--- src/rtl/rtd_pkg.sv ---
package rtd_pkg;
    localparam int AXES    = 3;
    localparam int SRC_W   = 8;
    localparam int ANY_BIT = 2 * AXES;

    typedef struct packed {
        logic [AXES-1:0] lat;   // latched event per axis
        logic [AXES-1:0] det;   // hit on most recent sample
        logic [AXES-1:0] pol;   // sign of last hit, 1 = negative
        logic            irq;
    } flag_st_t;
endpackage

--- src/rtl/rtd_axis.sv ---
module rtd_axis #(
    parameter int RATE_W = 16,
    parameter int THR_W  = 7,
    parameter int SHIFT  = 8,
    parameter int CNT_W  = 8
) (
    input  logic                     clk,
    input  logic                     rst_n,
    input  logic                     sample_stb,
    input  logic                     wipe,
    input  logic                     en,
    input  logic                     clr_mode,
    input  logic signed [RATE_W-1:0] rate,
    input  logic [THR_W-1:0]         limit,
    input  logic [CNT_W-1:0]         need,
    output logic                     hit,
    output logic                     neg
);
    localparam int MAG_W = RATE_W + 1;
    localparam int TOP_W = MAG_W - SHIFT;

    logic [MAG_W-1:0] ext;
    logic [MAG_W-1:0] mag;
    logic [TOP_W-1:0] top;
    logic             above;
    logic [CNT_W-1:0] cnt_d, cnt_q;

    always_comb begin
        neg   = rate[RATE_W-1];
        ext   = {rate[RATE_W-1], rate};
        mag   = neg ? (~ext + 1'b1) : ext;
        top   = mag[MAG_W-1:SHIFT];
        above = en && (top > TOP_W'(limit));
    end

    always_comb begin
        cnt_d = cnt_q;
        hit   = 1'b0;
        if (wipe) begin
            cnt_d = '0;
        end else if (sample_stb) begin
            if (above) begin
                cnt_d = (cnt_q >= need) ? need : cnt_q + 1'b1;
                hit   = (cnt_d == need);
            end else if (clr_mode) begin
                cnt_d = '0;
            end else if (cnt_q != '0) begin
                cnt_d = cnt_q - 1'b1;
            end
        end
    end

    always_ff @(posedge clk or negedge rst_n) begin
        if (!rst_n) cnt_q <= '0;
        else        cnt_q <= cnt_d;
    end
endmodule

--- src/rtl/rtd_flags.sv ---
module rtd_flags
    import rtd_pkg::*;
(
    input  logic             clk,
    input  logic             rst_n,
    input  logic             wipe,
    input  logic             sample_stb,
    input  logic             source_rd,
    input  logic             latch_en,
    input  logic [AXES-1:0]  hit,
    input  logic [AXES-1:0]  neg,
    output logic [SRC_W-1:0] source,
    output logic             rate_irq
);
    flag_st_t        st_d, st_q;
    logic [AXES-1:0] vis;

    always_comb begin
        st_d = st_q;
        if (wipe) begin
            st_d = '0;
        end else begin
            if (sample_stb) st_d.det = hit;
            for (int i = 0; i < AXES; i++) begin
                if (hit[i]) begin
                    st_d.pol[i] = neg[i];
                    st_d.lat[i] = 1'b1;
                end else if (source_rd) begin
                    st_d.lat[i] = 1'b0;
                end
            end
            if (|hit)           st_d.irq = 1'b1;
            else if (source_rd) st_d.irq = 1'b0;
        end
    end

    always_ff @(posedge clk or negedge rst_n) begin
        if (!rst_n) st_q <= '0;
        else        st_q <= st_d;
    end

    always_comb begin
        vis    = latch_en ? st_q.lat : st_q.det;
        source = '0;
        for (int i = 0; i < AXES; i++) begin
            source[2*i]   = vis[i] & st_q.pol[i];
            source[2*i+1] = vis[i];
        end
        source[ANY_BIT] = |vis;
        rate_irq        = st_q.irq;
    end
endmodule

--- src/rtl/rate_thresh_det.sv ---
module rate_thresh_det
    import rtd_pkg::*;
#(
    parameter int RATE_W = 16,
    parameter int THR_W  = 7,
    parameter int SHIFT  = 8,
    parameter int CNT_W  = 8
) (
    input  logic                     clk,
    input  logic                     rst_n,
    input  logic                     sample_stb,
    input  logic signed [RATE_W-1:0] rate_x,
    input  logic signed [RATE_W-1:0] rate_y,
    input  logic signed [RATE_W-1:0] rate_z,
    input  logic [7:0]               axis_cfg,
    input  logic [7:0]               limit_cfg,
    input  logic [CNT_W-1:0]         debounce_len,
    input  logic                     source_rd,
    input  logic                     run_start,
    output logic [SRC_W-1:0]         source,
    output logic                     rate_irq
);
    logic signed [RATE_W-1:0] rates [AXES];
    logic [AXES-1:0]          hit;
    logic [AXES-1:0]          neg;

    assign rates[0] = rate_x;
    assign rates[1] = rate_y;
    assign rates[2] = rate_z;

    for (genvar g = 0; g < AXES; g++) begin : g_axis
        rtd_axis #(
            .RATE_W (RATE_W),
            .THR_W  (THR_W),
            .SHIFT  (SHIFT),
            .CNT_W  (CNT_W)
        ) u_axis (
            .clk        (clk),
            .rst_n      (rst_n),
            .sample_stb (sample_stb),
            .wipe       (run_start),
            .en         (axis_cfg[g]),
            .clr_mode   (limit_cfg[7]),
            .rate       (rates[g]),
            .limit      (limit_cfg[THR_W-1:0]),
            .need       (debounce_len),
            .hit        (hit[g]),
            .neg        (neg[g])
        );
    end

    rtd_flags u_flags (
        .clk        (clk),
        .rst_n      (rst_n),
        .wipe       (run_start),
        .sample_stb (sample_stb),
        .source_rd  (source_rd),
        .latch_en   (axis_cfg[AXES]),
        .hit        (hit),
        .neg        (neg),
        .source     (source),
        .rate_irq   (rate_irq)
    );
endmodule

--- config.mk ---
export PLATFORM = sky130hd
export DESIGN_NAME = rate_thresh_det
export DESIGN_NICKNAME = d
export VERILOG_FILES = /design/src/rtl/rtd_pkg.sv /design/src/rtl/rtd_axis.sv /design/src/rtl/rtd_flags.sv /design/src/rtl/rate_thresh_det.sv
export SDC_FILE = /design/constraint.sdc
export NUM_CORES = 1
export LEC_CHECK = 0
export ABC_CLOCK_PERIOD_IN_PS = 6500
export BUFFER_PORTS_ARGS = -buffer_cell sky130_fd_sc_hd__buf_2
export CORE_AREA = 3 3 101 103
export DETAILED_ROUTE_END_ITERATION = 10
export DIE_AREA = 0 0 104 106
export PLACE_DENSITY_LB_ADDON = 0.15
export SYNTH_ARGS = -nofsm -noshare
export SYNTH_HDL_FRONTEND = slang
export SYNTH_SLANG_ARGS = --single-unit
--- constraint.sdc ---
create_clock -name clk -period 6.5 [get_ports clk]
set_clock_uncertainty 0.15 [all_clocks]
set_input_delay 0.325 -clock clk [delete_from_list [all_inputs] [get_ports clk]]
set_output_delay 0.325 -clock clk [all_outputs]
set_load 0.01 [all_outputs]
## After elaboration in Yosys (flattened, before gate mapping)

Index checks and enable logic that the tools add are counted.

| storage, ports and cells | value |
|---|---|
| memories kept | 0 |
| ROM bits | 0 |
| output and inout port bits | 9 |
| latch bits | 0 |
| flip-flop bits (word level) | 34 |
| memory bits (writable) | 0 |

| cells by class | value |
|---|---|
| multiply operators | 0 |
| div/mod/pow operators | 0 |
| bitwise logic cells | 6 |
| add/sub/neg operators | 9 |
| reductions and logical operators | 22 |
| mux-type cells | 41 |
| $lt $le $gt $ge | 6 |
| equal/unequal tests | 3 |
| shift-type cells | 0 |

Operator list:

| cell | number |
|---|---|
| 8-bit 2-to-1 mux | 18 |
| 17-bit by 1-bit adder with 17-bit output, second input constant | 3 |
| 17-bit 2-to-1 mux | 3 |
| 17-bit NOT | 3 |
| 9-bit by 7-bit > comparator with 1-bit output | 3 |
| 8-bit by 1-bit adder with 8-bit output, second input constant | 3 |
| 8-bit == test | 3 |
| 8-bit greater-or-equal comparator | 3 |
| 8-bit nonzero test | 3 |
| 8-bit by 1-bit subtractor with 8-bit output, second input constant | 3 |
| 1-bit 2-to-1 mux | 17 |
| 3-bit nonzero test | 4 |
| 4-bit nonzero test | 3 |
| 10-bit 2-to-1 mux | 1 |
| 2-bit nonzero test | 4 |
| 3-bit 2-to-1 mux | 2 |
| 2-bit AND reduction | 3 |
| 3-bit OR reduction | 2 |
| 1-bit bitwise AND | 3 |
| 1-bit logical AND | 3 |

## Longest topological paths before layout

Gate-level depths: netlist (run 1).

| depth | value |
|---|---|
| depth in word-level cells | 11 |
| mapped depth | 16 |
| depth with buffers taken out | 14 |

## By module

Synthesis (run 1) repeated with hierarchy kept, for this count alone.

| second synthesis, totals | value |
|---|---|
| cells, all modules | 637 |
| area total of the unflattened synthesis | 5,087.4 µm² |

Modules (own cells, without submodules):

| module | cells each | area each (µm²) | seq. area each (µm²) | instances |
|---|---|---|---|---|
| rtd_axis | 197 | 1,537.7 | 200.2 | 3 |
| rtd_flags | 46 | 474.2 | 250.2 | 1 |

## Worst setup path after synthesis (run 1)

No wires, ideal clock.

| timing path | value |
|---|---|
| path type | input-to-reg |
| from | input port rate_x[6] |
| to | register g_axis[0].u_axis.cnt_q[6] |
| cell stages on the path | 16 |
| required time | 6.232 ns |
| arrival | 3.459 ns |
| path buffers | 2 |
| setup time | 0.118 ns |
| setup slack | 2.773 ns |
| cell sequence | nor4_1 > nand2_1 > or2_2 > or3_1 > o21ai_0 > xnor2_1 > ha_1 > nand4_1 > o221ai_1 > a31oi_1 > or2_2 > buf_2 > o22ai_1 > clkbuf_1 > a221oi_1 > a21o_1 |

| between the ends | value |
|---|---|
| word-level cells in the longest chain between the ends | 8 |
| elaborated cells on any way between the ends | 10 |
| classes of those cells | add/sub: 1; order compare: 1; mux: 4; bitwise: 1; reduce/logical: 3 |

Ends and longest elaborated chain:

| what | line | text |
|---|---|---|
| start, declared | rate_thresh_det.sv:12 | `input logic signed [RATE_W-1:0] rate_x,` |
| 17-bit NOT * | rtd_axis.sv:31 | `mag = neg ? (~ext + 1'b1) : ext;` |
| 17-bit by 1-bit adder with 17-bit output * | rtd_axis.sv:31 |  |
| 17-bit 2-to-1 mux * | rtd_axis.sv:31 |  |
| 9-bit by 7-bit > comparator with 1-bit output * | rtd_axis.sv:33 | `above = en && (top > TOP_W'(limit));` |
| 1-bit logical AND * | rtd_axis.sv:33 |  |
| 8-bit 2-to-1 mux | rtd_axis.sv:42 | `if (above) begin` |
| 8-bit 2-to-1 mux | rtd_axis.sv:41 | `end else if (sample_stb) begin` |
| 8-bit 2-to-1 mux | rtd_axis.sv:39 | `if (wipe) begin` |
| end signal, assigned | rtd_axis.sv:55 | `else cnt_q <= cnt_d;` |
| end, declared | rtd_axis.sv:26 | `logic [CNT_W-1:0] cnt_d, cnt_q;` |

Every way passes the cells marked *; elsewhere a longest branch is shown, timed or not. The select of a mux whose other input is x is not followed.
A chain may end at the register's enable or synchronous reset.

## Worst setup path in the final report (run 1)

| timing path | value |
|---|---|
| from | input port rate_x[6] |
| to | register g_axis[0].u_axis.cnt_q[2] |

The elaborated chain is that of the path after synthesis.

==> metrics.txt, run 1 <==
# TYPE chip_impl_metric gauge
chip_impl_info{name="outcome",value="finished with violations"} 1
chip_impl_info{name="violated_checks",value="negative hold slack"} 1
chip_impl_info{name="startpoint_type",value="input port"} 1
chip_impl_metric{name="cp.arrival",unit="ns"} 4.25
chip_impl_metric{name="ios",unit=""} 86
chip_impl_metric{name="via_per_inst",unit=""} 5.93
chip_impl_metric{name="post_route_cells_drive_above_1_share",unit="%"} 17.5
chip_impl_info{name="rsz0062_at_grt",value="no"} 1
chip_impl_metric{name="die_area",unit="µm²"} 11000
chip_impl_metric{name="detailedRoute.firstPassIterationCount",unit=""} 4
chip_impl_metric{name="final_hold_viol_count",unit=""} 34
chip_impl_info{name="synth_top_cell_by_area",value="sky130_fd_sc_hd__dfrtp_1"} 1
chip_impl_metric{name="timing.max_cap.violations",unit=""} 0
chip_impl_metric{name="power_density",unit="nW/µm²"} 250
chip_impl_metric{name="worst_ep_required_time",unit="ns"} 6.53
chip_impl_metric{name="totalNegativeSetupSlack",unit="ns"} 0
chip_impl_info{name="holdCritPathClass",value="input port to async pin"} 1
chip_impl_info{name="post_synth_main_area_contributors",value="sky130_fd_sc_hd__dfrtp_1, sky130_fd_sc_hd__ha_1, sky130_fd_sc_hd__xnor2_1, sky130_fd_sc_hd__mux2i_1, sky130_fd_sc_hd__xor2_1"} 1
chip_impl_metric{name="cts.sink_count",unit=""} 34
chip_impl_metric{name="synthCells",unit=""} 583
chip_impl_metric{name="clkLatencyLatePin",unit="ns"} 0.30
chip_impl_metric{name="hold_ws",unit="ns"} -0.0143
chip_impl_metric{name="finalCritPeriodShare",unit="%"} 65.0
chip_impl_metric{name="globalRouteOverflowTotal",unit=""} 0
chip_impl_metric{name="routed-via-count",unit=""} 4528
chip_impl_metric{name="place.gp.congestion",unit=""} 0.877
chip_impl_metric{name="reg2reg_depth",unit=""} 6
chip_impl_metric{name="die_y",unit="µm"} 106
chip_impl_metric{name="finalCriticalPeriod",unit="ns"} 4.22
chip_impl_metric{name="power.ir.vdd_worst",unit="V"} 0.000140
chip_impl_info{name="end_kind",value="register"} 1
chip_impl_metric{name="route.antenna.remaining_nets",unit=""} 0
chip_impl_info{name="crit_path_cell_trace",value="buf_2 -> nor4_1 -> nand2_1 -> or2_2 -> or3_1 -> o21ai_0 -> xnor2_1 -> ha_1 -> nand4_1 -> o221ai_1 -> a31oi_1 -> or2_2 -> o22ai_1 -> nor2_1 -> a22o_1"} 1
chip_impl_metric{name="yosys_warnings",unit=""} 0
chip_impl_info{name="cpLargestDelayFamily",value="simple AND/OR/NAND/NOR gates"} 1
chip_impl_metric{name="wire_length_of_the_first_global_routing_pass",unit="µm"} 21300
chip_impl_metric{name="tritoncts.num_buffers",unit=""} 5
chip_impl_metric{name="synth_nets",unit=""} 714
chip_impl_metric{name="setup_viol_count_final",unit=""} 0
chip_impl_metric{name="dp.final_hpwl",unit="µm"} 9950
chip_impl_metric{name="floorplan.rows",unit=""} 35
chip_impl_metric{name="worst-slew-pin-transition",unit="ns"} 0.940
chip_impl_metric{name="globalRouteTotalUtil",unit="%"} 23.1
chip_impl_metric{name="cts_hold_buffers",unit=""} 0
chip_impl_metric{name="asr_flop_ratio_synth",unit="%"} 100
chip_impl_metric{name="slew_viol_final",unit=""} 0
chip_impl_metric{name="portBuffers",unit=""} 80
chip_impl_metric{name="cts.clk_slew.worst_paths",unit="ns"} 0.09
chip_impl_metric{name="area.growth.synth_to_final",unit="%"} 11.6
chip_impl_metric{name="synth_seq_area_share",unit="%"} 18.1
chip_impl_info{name="synthMostInstantiatedCell",value="sky130_fd_sc_hd__ha_1"} 1
chip_impl_metric{name="critical_path_s_largest_stage_delay",unit="ns"} 0.77
chip_impl_metric{name="n_antenna_cell",unit=""} 0
chip_impl_metric{name="dieWidth",unit="µm"} 104
chip_impl_metric{name="critical_path.max_fanout",unit=""} 14
chip_impl_info{name="worst_path_most_repeated_cell",value="sky130_fd_sc_hd__or2_2"} 1
chip_impl_metric{name="grt_pass1_vias",unit=""} 4413
chip_impl_metric{name="ys_types",unit=""} 65
chip_impl_metric{name="synth_top_area_share",unit="%"} 18.1
chip_impl_metric{name="num-fill-cells",unit=""} 896
chip_impl_metric{name="clock.fmax",unit="MHz"} 237
chip_impl_metric{name="wirelength",unit="µm"} 12900
chip_impl_metric{name="design.core.area",unit="µm²"} 9280
chip_impl_metric{name="post_cts_buffers",unit=""} 0
chip_impl_metric{name="post_cts_resize_count",unit=""} 0
chip_impl_info{name="tritoncts",value="yes"} 1
chip_impl_metric{name="cp.depth",unit=""} 15
chip_impl_metric{name="path_buf_inv",unit=""} 1
chip_impl_metric{name="power_leakage",unit="nW"} 2.57
chip_impl_info{name="clockRootBuffer",value="sky130_fd_sc_hd__clkbuf_8"} 1
chip_impl_metric{name="clockBufferDepth",unit=""} 2
chip_impl_info{name="ys.flop_type",value="sky130_fd_sc_hd__dfrtp_1"} 1
chip_impl_metric{name="drt_iter0_drc",unit=""} 226
chip_impl_metric{name="postSynthAreaPerCell",unit="µm²"} 8.07
chip_impl_metric{name="post_drt_wl_per_cell",unit="µm"} 16.9
chip_impl_metric{name="design.final.nets",unit=""} 765
chip_impl_metric{name="antenna_violations_before_repair",unit=""} 0
chip_impl_info{name="timing.setup.critical_path_class",value="input port to register"} 1
chip_impl_info{name="synth_top_cells_by_count",value="sky130_fd_sc_hd__ha_1, sky130_fd_sc_hd__nand2_1, sky130_fd_sc_hd__xnor2_1, sky130_fd_sc_hd__o21ai_0, sky130_fd_sc_hd__clkbuf_1"} 1
chip_impl_metric{name="slew_headroom",unit="%"} 37.3
chip_impl_metric{name="ctsHtreeMaxLevel",unit=""} 2
chip_impl_metric{name="grt_start_max_net_pins",unit=""} 35
chip_impl_metric{name="ffs_latches_synth",unit=""} 34
chip_impl_metric{name="drc",unit=""} 0
chip_impl_metric{name="number_of_synthesized_flops_with_an_enable_pin",unit=""} 0
chip_impl_info{name="cpMaxStageDelayCell",value="sky130_fd_sc_hd__o22ai_1"} 1
chip_impl_metric{name="dpl.cell_count",unit=""} 756
chip_impl_metric{name="start_util",unit="%"} 50.6
chip_impl_metric{name="synth.cell_area",unit="µm²"} 4700
chip_impl_metric{name="finalNonFillerCells",unit=""} 764
[routing by layer]
layer | part of all wire [%] | global-route usage (%) | up-vias
li1 | - | - | 2209
met1 | 45 | 31.6 | 2154
met2 | 47 | 38.7 | 138
met3 | 5.4 | 2.73 | 27
met4 | 2.4 | 6.46 | 0
met5 | 0 | 0 | -
[power by group]
group	switching, W	internal, W
sequential	0.000125	0.000254
clock	0.0000917	0.000114
combinational	0.000374	0.000352
[worst reg2reg max path, stage by stage, from the launching register on]
cell                       delay [ns]
sky130_fd_sc_hd__dfrtp_1         0.54
sky130_fd_sc_hd__ha_1            0.32
sky130_fd_sc_hd__a2111o_1        0.48
sky130_fd_sc_hd__o31ai_2         0.73
sky130_fd_sc_hd__mux2_2          0.42
sky130_fd_sc_hd__a221oi_1        0.31
sky130_fd_sc_hd__a21o_1          0.12
[logic make-up (layout without fill, tap and decap cells)]
kind of cell,after synthesis,in the layout,share of synthesized area (%)
adder cells (fa/ha/maj),54,54,14.4
flip-flops,34,34,18.1
XOR/XNOR,74,74,15.8
AND/OR/NAND/NOR,185,185,20.2
AO/OA/AOI/OAI,138,138,19.9
multiplexers,26,26,5.69
other,1,1,0.0798
buffers and inverters,71,123,5.80
[flip-flops by register name, indices dropped and copies added (netlist names)]
register / flops
u_flags.st_q: 9
u_flags.rate_irq: 1
g_axis.u_axis.cnt_q: 24
[final timing paths]
path                                            from                   endpoint  slack, ns
min reg2reg                          u_flags.st_q[3]            u_flags.st_q[3]       0.38
min                                            rst_n  g_axis[1].u_axis.cnt_q[1]      -0.01
min in group clk                           source_rd            u_flags.st_q[7]       0.18
max reg2reg                g_axis[0].u_axis.cnt_q[5]  g_axis[0].u_axis.cnt_q[3]       3.38
max                                        rate_x[6]  g_axis[0].u_axis.cnt_q[2]       2.28
max in group asynchronous                      rst_n  g_axis[0].u_axis.cnt_q[0]       5.69
[per-stage QoR]
stage               instance area (µm²)  hold slack (ns)  power, W  worst slack (ns)  utilization, %
floorplan                          4700           -0.121  0.000933              2.77               -
global placement                   5130            0.327   0.00108              2.18            55.3
detailed placement                 5130            0.323   0.00110              2.01            55.3
CTS                                5250          0.00747   0.00131              2.31            56.5
global route                       5250           0.0239   0.00142              1.93            56.5
finish                             5250          -0.0143   0.00131              2.28            56.5
[cell usage in the layout, fill, tap and decap left out, types with 3 or more instances in the layout]
cell type	netlist	final
sky130_fd_sc_hd__xor2_1	25	25
sky130_fd_sc_hd__o31ai_1	5	5
sky130_fd_sc_hd__nand4_1	9	9
sky130_fd_sc_hd__buf_2	2	80
sky130_fd_sc_hd__a21o_1	6	6
sky130_fd_sc_hd__nand2b_1	6	6
sky130_fd_sc_hd__or3_1	3	3
sky130_fd_sc_hd__nand2_1	52	52
sky130_fd_sc_hd__a31oi_1	4	4
sky130_fd_sc_hd__o22ai_1	10	10
sky130_fd_sc_hd__a31o_2	3	3
sky130_fd_sc_hd__xnor3_1	7	7
sky130_fd_sc_hd__nor4_1	14	14
sky130_fd_sc_hd__o21a_1	5	5
sky130_fd_sc_hd__nor2b_1	5	5
sky130_fd_sc_hd__mux2i_1	23	23
sky130_fd_sc_hd__nand3_1	27	27
sky130_fd_sc_hd__buf_4	1	3
sky130_fd_sc_hd__and3_1	7	7
sky130_fd_sc_hd__clkbuf_8	0	5
sky130_fd_sc_hd__nor2_1	31	31
sky130_fd_sc_hd__a21oi_1	25	25
sky130_fd_sc_hd__o221ai_1	3	3
sky130_fd_sc_hd__a22o_1	9	9
sky130_fd_sc_hd__and2_1	4	4
sky130_fd_sc_hd__nor3_1	7	7
sky130_fd_sc_hd__ha_1	54	54
sky130_fd_sc_hd__xnor2_1	42	42
sky130_fd_sc_hd__inv_1	32	32
sky130_fd_sc_hd__nand4b_1	3	3
sky130_fd_sc_hd__o21ai_0	38	38
sky130_fd_sc_hd__a221oi_1	3	3
sky130_fd_sc_hd__or2_2	6	6
sky130_fd_sc_hd__dfrtp_1	34	34
sky130_fd_sc_hd__a211o_1	3	3
[area by class of cell]
type | instances | area [µm²] | share of cell area [%]
timing repair buffer | 83 | 423 | 8.06
sequential | 34 | 851 | 16.2
multi-input combinational | 478 | 3580 | 68.2
clock inverter | 3 | 45.0 | 0.858
clock buffer | 5 | 68.8 | 1.31
inverter | 32 | 120 | 2.29
tap | 129 | 161 | 3.08
Note: power is estimated with default switching activity, not from simulation.
==> run 2: changes to the inputs <==
ABC_CLOCK_PERIOD_IN_PS = 4250   (was 6500)
clock period = 4.25 ns   (was 6.5 ns; I/O delays follow)
==> run 2 against run 1 <==
The flow now finishes without violations. Die area unchanged. Final cell count up 0.65%. First-iteration DRC count up 11%. Non-clock buffer count up 5. Utilization up 0.69 points. Global-route usage up 0.95 points. Sequential cell count unchanged. Worst hold slack better by 0.079 ns. Via count up 0.82%. Register-to-register slack worse by 2.3 ns. Setup slack worse by 1.7 ns.
==> metrics.txt, run 2 (same netlist as run 1, synthesis figures left out) <==
# TYPE chip_impl_metric gauge
chip_impl_metric{name="globalRouteOverflowTotal",unit=""} 0
chip_impl_metric{name="worstHoldPathCells",unit=""} 3
chip_impl_metric{name="globalRouteTotalUtil",unit="%"} 24.1
chip_impl_metric{name="ctsHtreeMaxLevel",unit=""} 2
chip_impl_metric{name="slew_headroom",unit="%"} 39.9
chip_impl_metric{name="die_area",unit="µm²"} 11000
chip_impl_info{name="mostFrequentLayoutCells",value="sky130_fd_sc_hd__buf_2, sky130_fd_sc_hd__ha_1, sky130_fd_sc_hd__nand2_1, sky130_fd_sc_hd__xnor2_1, sky130_fd_sc_hd__o21ai_0"} 1
chip_impl_metric{name="finalCritPeriodShare",unit="%"} 86.8
chip_impl_metric{name="final_hold_viol_count",unit=""} 0
chip_impl_metric{name="stdcell_area",unit="µm²"} 5310
chip_impl_metric{name="ios",unit=""} 86
chip_impl_metric{name="cp.arrival",unit="ns"} 3.73
chip_impl_metric{name="post_drt_wl_per_cell",unit="µm"} 17.5
chip_impl_metric{name="power_leakage",unit="nW"} 2.61
chip_impl_metric{name="antenna_violations_before_repair",unit=""} 0
chip_impl_metric{name="via_per_inst",unit=""} 5.94
chip_impl_metric{name="area.growth.synth_to_final",unit="%"} 13.0
chip_impl_metric{name="route.antenna.remaining_nets",unit=""} 0
chip_impl_metric{name="slew_viol_final",unit=""} 0
chip_impl_metric{name="clkLatencyLatePin",unit="ns"} 0.29
chip_impl_metric{name="cts.sink_count",unit=""} 34
chip_impl_info{name="outcome",value="complete, no violations"} 1
chip_impl_metric{name="clockBufferDepth",unit=""} 2
chip_impl_metric{name="dieWidth",unit="µm"} 104
chip_impl_info{name="end_kind",value="register"} 1
chip_impl_metric{name="timing.max_cap.violations",unit=""} 0
chip_impl_metric{name="worst-slew-pin-transition",unit="ns"} 0.896
chip_impl_info{name="startpoint_type",value="input port"} 1
chip_impl_metric{name="critical_path.max_fanout",unit=""} 8
chip_impl_metric{name="design.core.area",unit="µm²"} 9280
chip_impl_metric{name="wire_length_of_the_first_global_routing_pass",unit="µm"} 21900
chip_impl_metric{name="finalCriticalPeriod",unit="ns"} 3.69
chip_impl_metric{name="power_density",unit="nW/µm²"} 391
chip_impl_metric{name="post_route_cells_drive_above_1_share",unit="%"} 18.0
chip_impl_metric{name="drt_iter0_drc",unit=""} 250
chip_impl_metric{name="totalNegativeSetupSlack",unit="ns"} 0
chip_impl_metric{name="portBuffers",unit=""} 80
chip_impl_metric{name="place.gp.congestion",unit=""} 0.870
chip_impl_info{name="holdCritPathClass",value="input port to register"} 1
chip_impl_metric{name="routed-via-count",unit=""} 4565
chip_impl_metric{name="clock.fmax",unit="MHz"} 271
chip_impl_metric{name="tritoncts.num_buffers",unit=""} 5
chip_impl_metric{name="worst_ep_required_time",unit="ns"} 4.29
chip_impl_metric{name="post_cts_resize_count",unit=""} 0
chip_impl_metric{name="floorplan.rows",unit=""} 35
chip_impl_metric{name="reg2reg_depth",unit=""} 6
chip_impl_info{name="final_common_cell",value="sky130_fd_sc_hd__buf_2"} 1
chip_impl_metric{name="cts.clk_slew.worst_paths",unit="ns"} 0.08
chip_impl_metric{name="dp.final_hpwl",unit="µm"} 10400
chip_impl_metric{name="power.ir.vdd_worst",unit="V"} 0.000181
chip_impl_metric{name="detailedRoute.firstPassIterationCount",unit=""} 5
chip_impl_metric{name="n_antenna_cell",unit=""} 0
chip_impl_info{name="registers.top_by_ff_count",value="g_axis.u_axis.cnt_q"} 1
chip_impl_metric{name="num-fill-cells",unit=""} 911
chip_impl_info{name="timing.setup.critical_path_class",value="input port to register"} 1
chip_impl_info{name="clockRootBuffer",value="sky130_fd_sc_hd__clkbuf_8"} 1
chip_impl_metric{name="largest_reg_flops",unit=""} 24
chip_impl_metric{name="wirelength",unit="µm"} 13400
chip_impl_metric{name="design.final.nets",unit=""} 770
chip_impl_metric{name="setup_viol_count_final",unit=""} 0
chip_impl_metric{name="grt_start_max_net_pins",unit=""} 35
chip_impl_info{name="tritoncts",value="yes"} 1
chip_impl_info{name="rsz0062_at_grt",value="no"} 1
chip_impl_metric{name="start_util",unit="%"} 50.6
chip_impl_metric{name="drc",unit=""} 0
chip_impl_metric{name="dpl-instance-area",unit="µm²"} 5160
chip_impl_metric{name="grt_pass1_vias",unit=""} 4447
chip_impl_metric{name="die_y",unit="µm"} 106
[run 2: cell types whose count changed in the layout (fill, tap and decap cells not counted), sizes merged]
cell,change
buf,+4
clkinvlp,-2
bufinv,+1
clkinv,+1
dlygate4sd3,+1
[run 2: repair_timing]
action	in CTS	in global routing
endpoints found under the hold margin	34	0
buffers inserted	0	0
hold buffers	1	0
setup endpoints to repair	0	0
[run 2: layer usage]
layer / vias up / part of all wire [%] / track usage, % / wire length [µm]
met4: 0 / 2.0 / 7.12 / 274
li1: 2215 / - / - / -
met1: 2154 / 44 / 32.4 / 5870
met3: 24 / 6.5 / 3.52 / 872
met5: - / 0 / 0 / 0
met2: 172 / 48 / 40.2 / 6410
[run 2: area by class of cell]
class / instances / area [µm²] / share of cell area [%]
Clock buffer: 5 / 68.8 / 1.30
Tap cell: 129 / 161 / 3.04
Multi-Input combinational cell: 478 / 3580 / 67.4
Clock inverter: 3 / 68.8 / 1.30
Sequential cell: 34 / 851 / 16.0
Timing Repair Buffer: 88 / 463 / 8.72
Inverter: 32 / 120 / 2.26
[run 2: stage by stage]
| step | total power (W) | setup WS, ns | cells | hold slack (ns) | utilization, % |
|---|---|---|---|---|---|
| finish | 0.00208 | 0.562 | 769 | 0.0644 | 57.2 |
| global route | 0.00225 | 0.147 | 769 | 0.0848 | 57.2 |
| CTS | 0.00208 | 0.602 | 769 | 0.0608 | 57.2 |
| detailed placement | 0.00169 | 0.319 | 760 | 0.228 | 55.6 |
| global placement | 0.00166 | 0.462 | 760 | 0.219 | 55.6 |
| floorplan | 0.00143 | 0.636 | 583 | -0.233 | - |
[run 2: final timing paths]
kind,slack [ns],endpoint,start
setup / recovery,0.56,g_axis[0].u_axis.cnt_q[2],rate_x[2]
hold / removal,0.06,u_flags.st_q[9],source_rd
setup reg to reg,1.10,g_axis[0].u_axis.cnt_q[3],g_axis[0].u_axis.cnt_q[5]
hold reg to reg,0.38,u_flags.st_q[3],u_flags.st_q[3]
max in group asynchronous,2.97,g_axis[2].u_axis.cnt_q[4],rst_n
min in group asynchronous,0.43,g_axis[0].u_axis.cnt_q[4],rst_n
[run 2: critical path, stage by stage]
cell and delay [ns]:
sky130_fd_sc_hd__buf_2 0.09, sky130_fd_sc_hd__nor4_1 0.35, sky130_fd_sc_hd__nand2_1 0.12, sky130_fd_sc_hd__or2_2 0.31
sky130_fd_sc_hd__or3_1 0.32, sky130_fd_sc_hd__o21ai_0 0.22, sky130_fd_sc_hd__xnor2_1 0.12, sky130_fd_sc_hd__ha_1 0.32
sky130_fd_sc_hd__nand4_1 0.13, sky130_fd_sc_hd__o221ai_1 0.22, sky130_fd_sc_hd__a31oi_1 0.11, sky130_fd_sc_hd__or2_2 0.34
sky130_fd_sc_hd__o22ai_1 0.50, sky130_fd_sc_hd__nor2_1 0.15, sky130_fd_sc_hd__a22o_1 0.21
[run 2: report_power, final]
part,leakage [nW],switching (W),internal (W),total (W)
clock,0.0683,0.000142,0.000235,0.000378
combinational,2.09,0.000576,0.000545,0.00112
sequential,0.460,0.000192,0.000388,0.000580
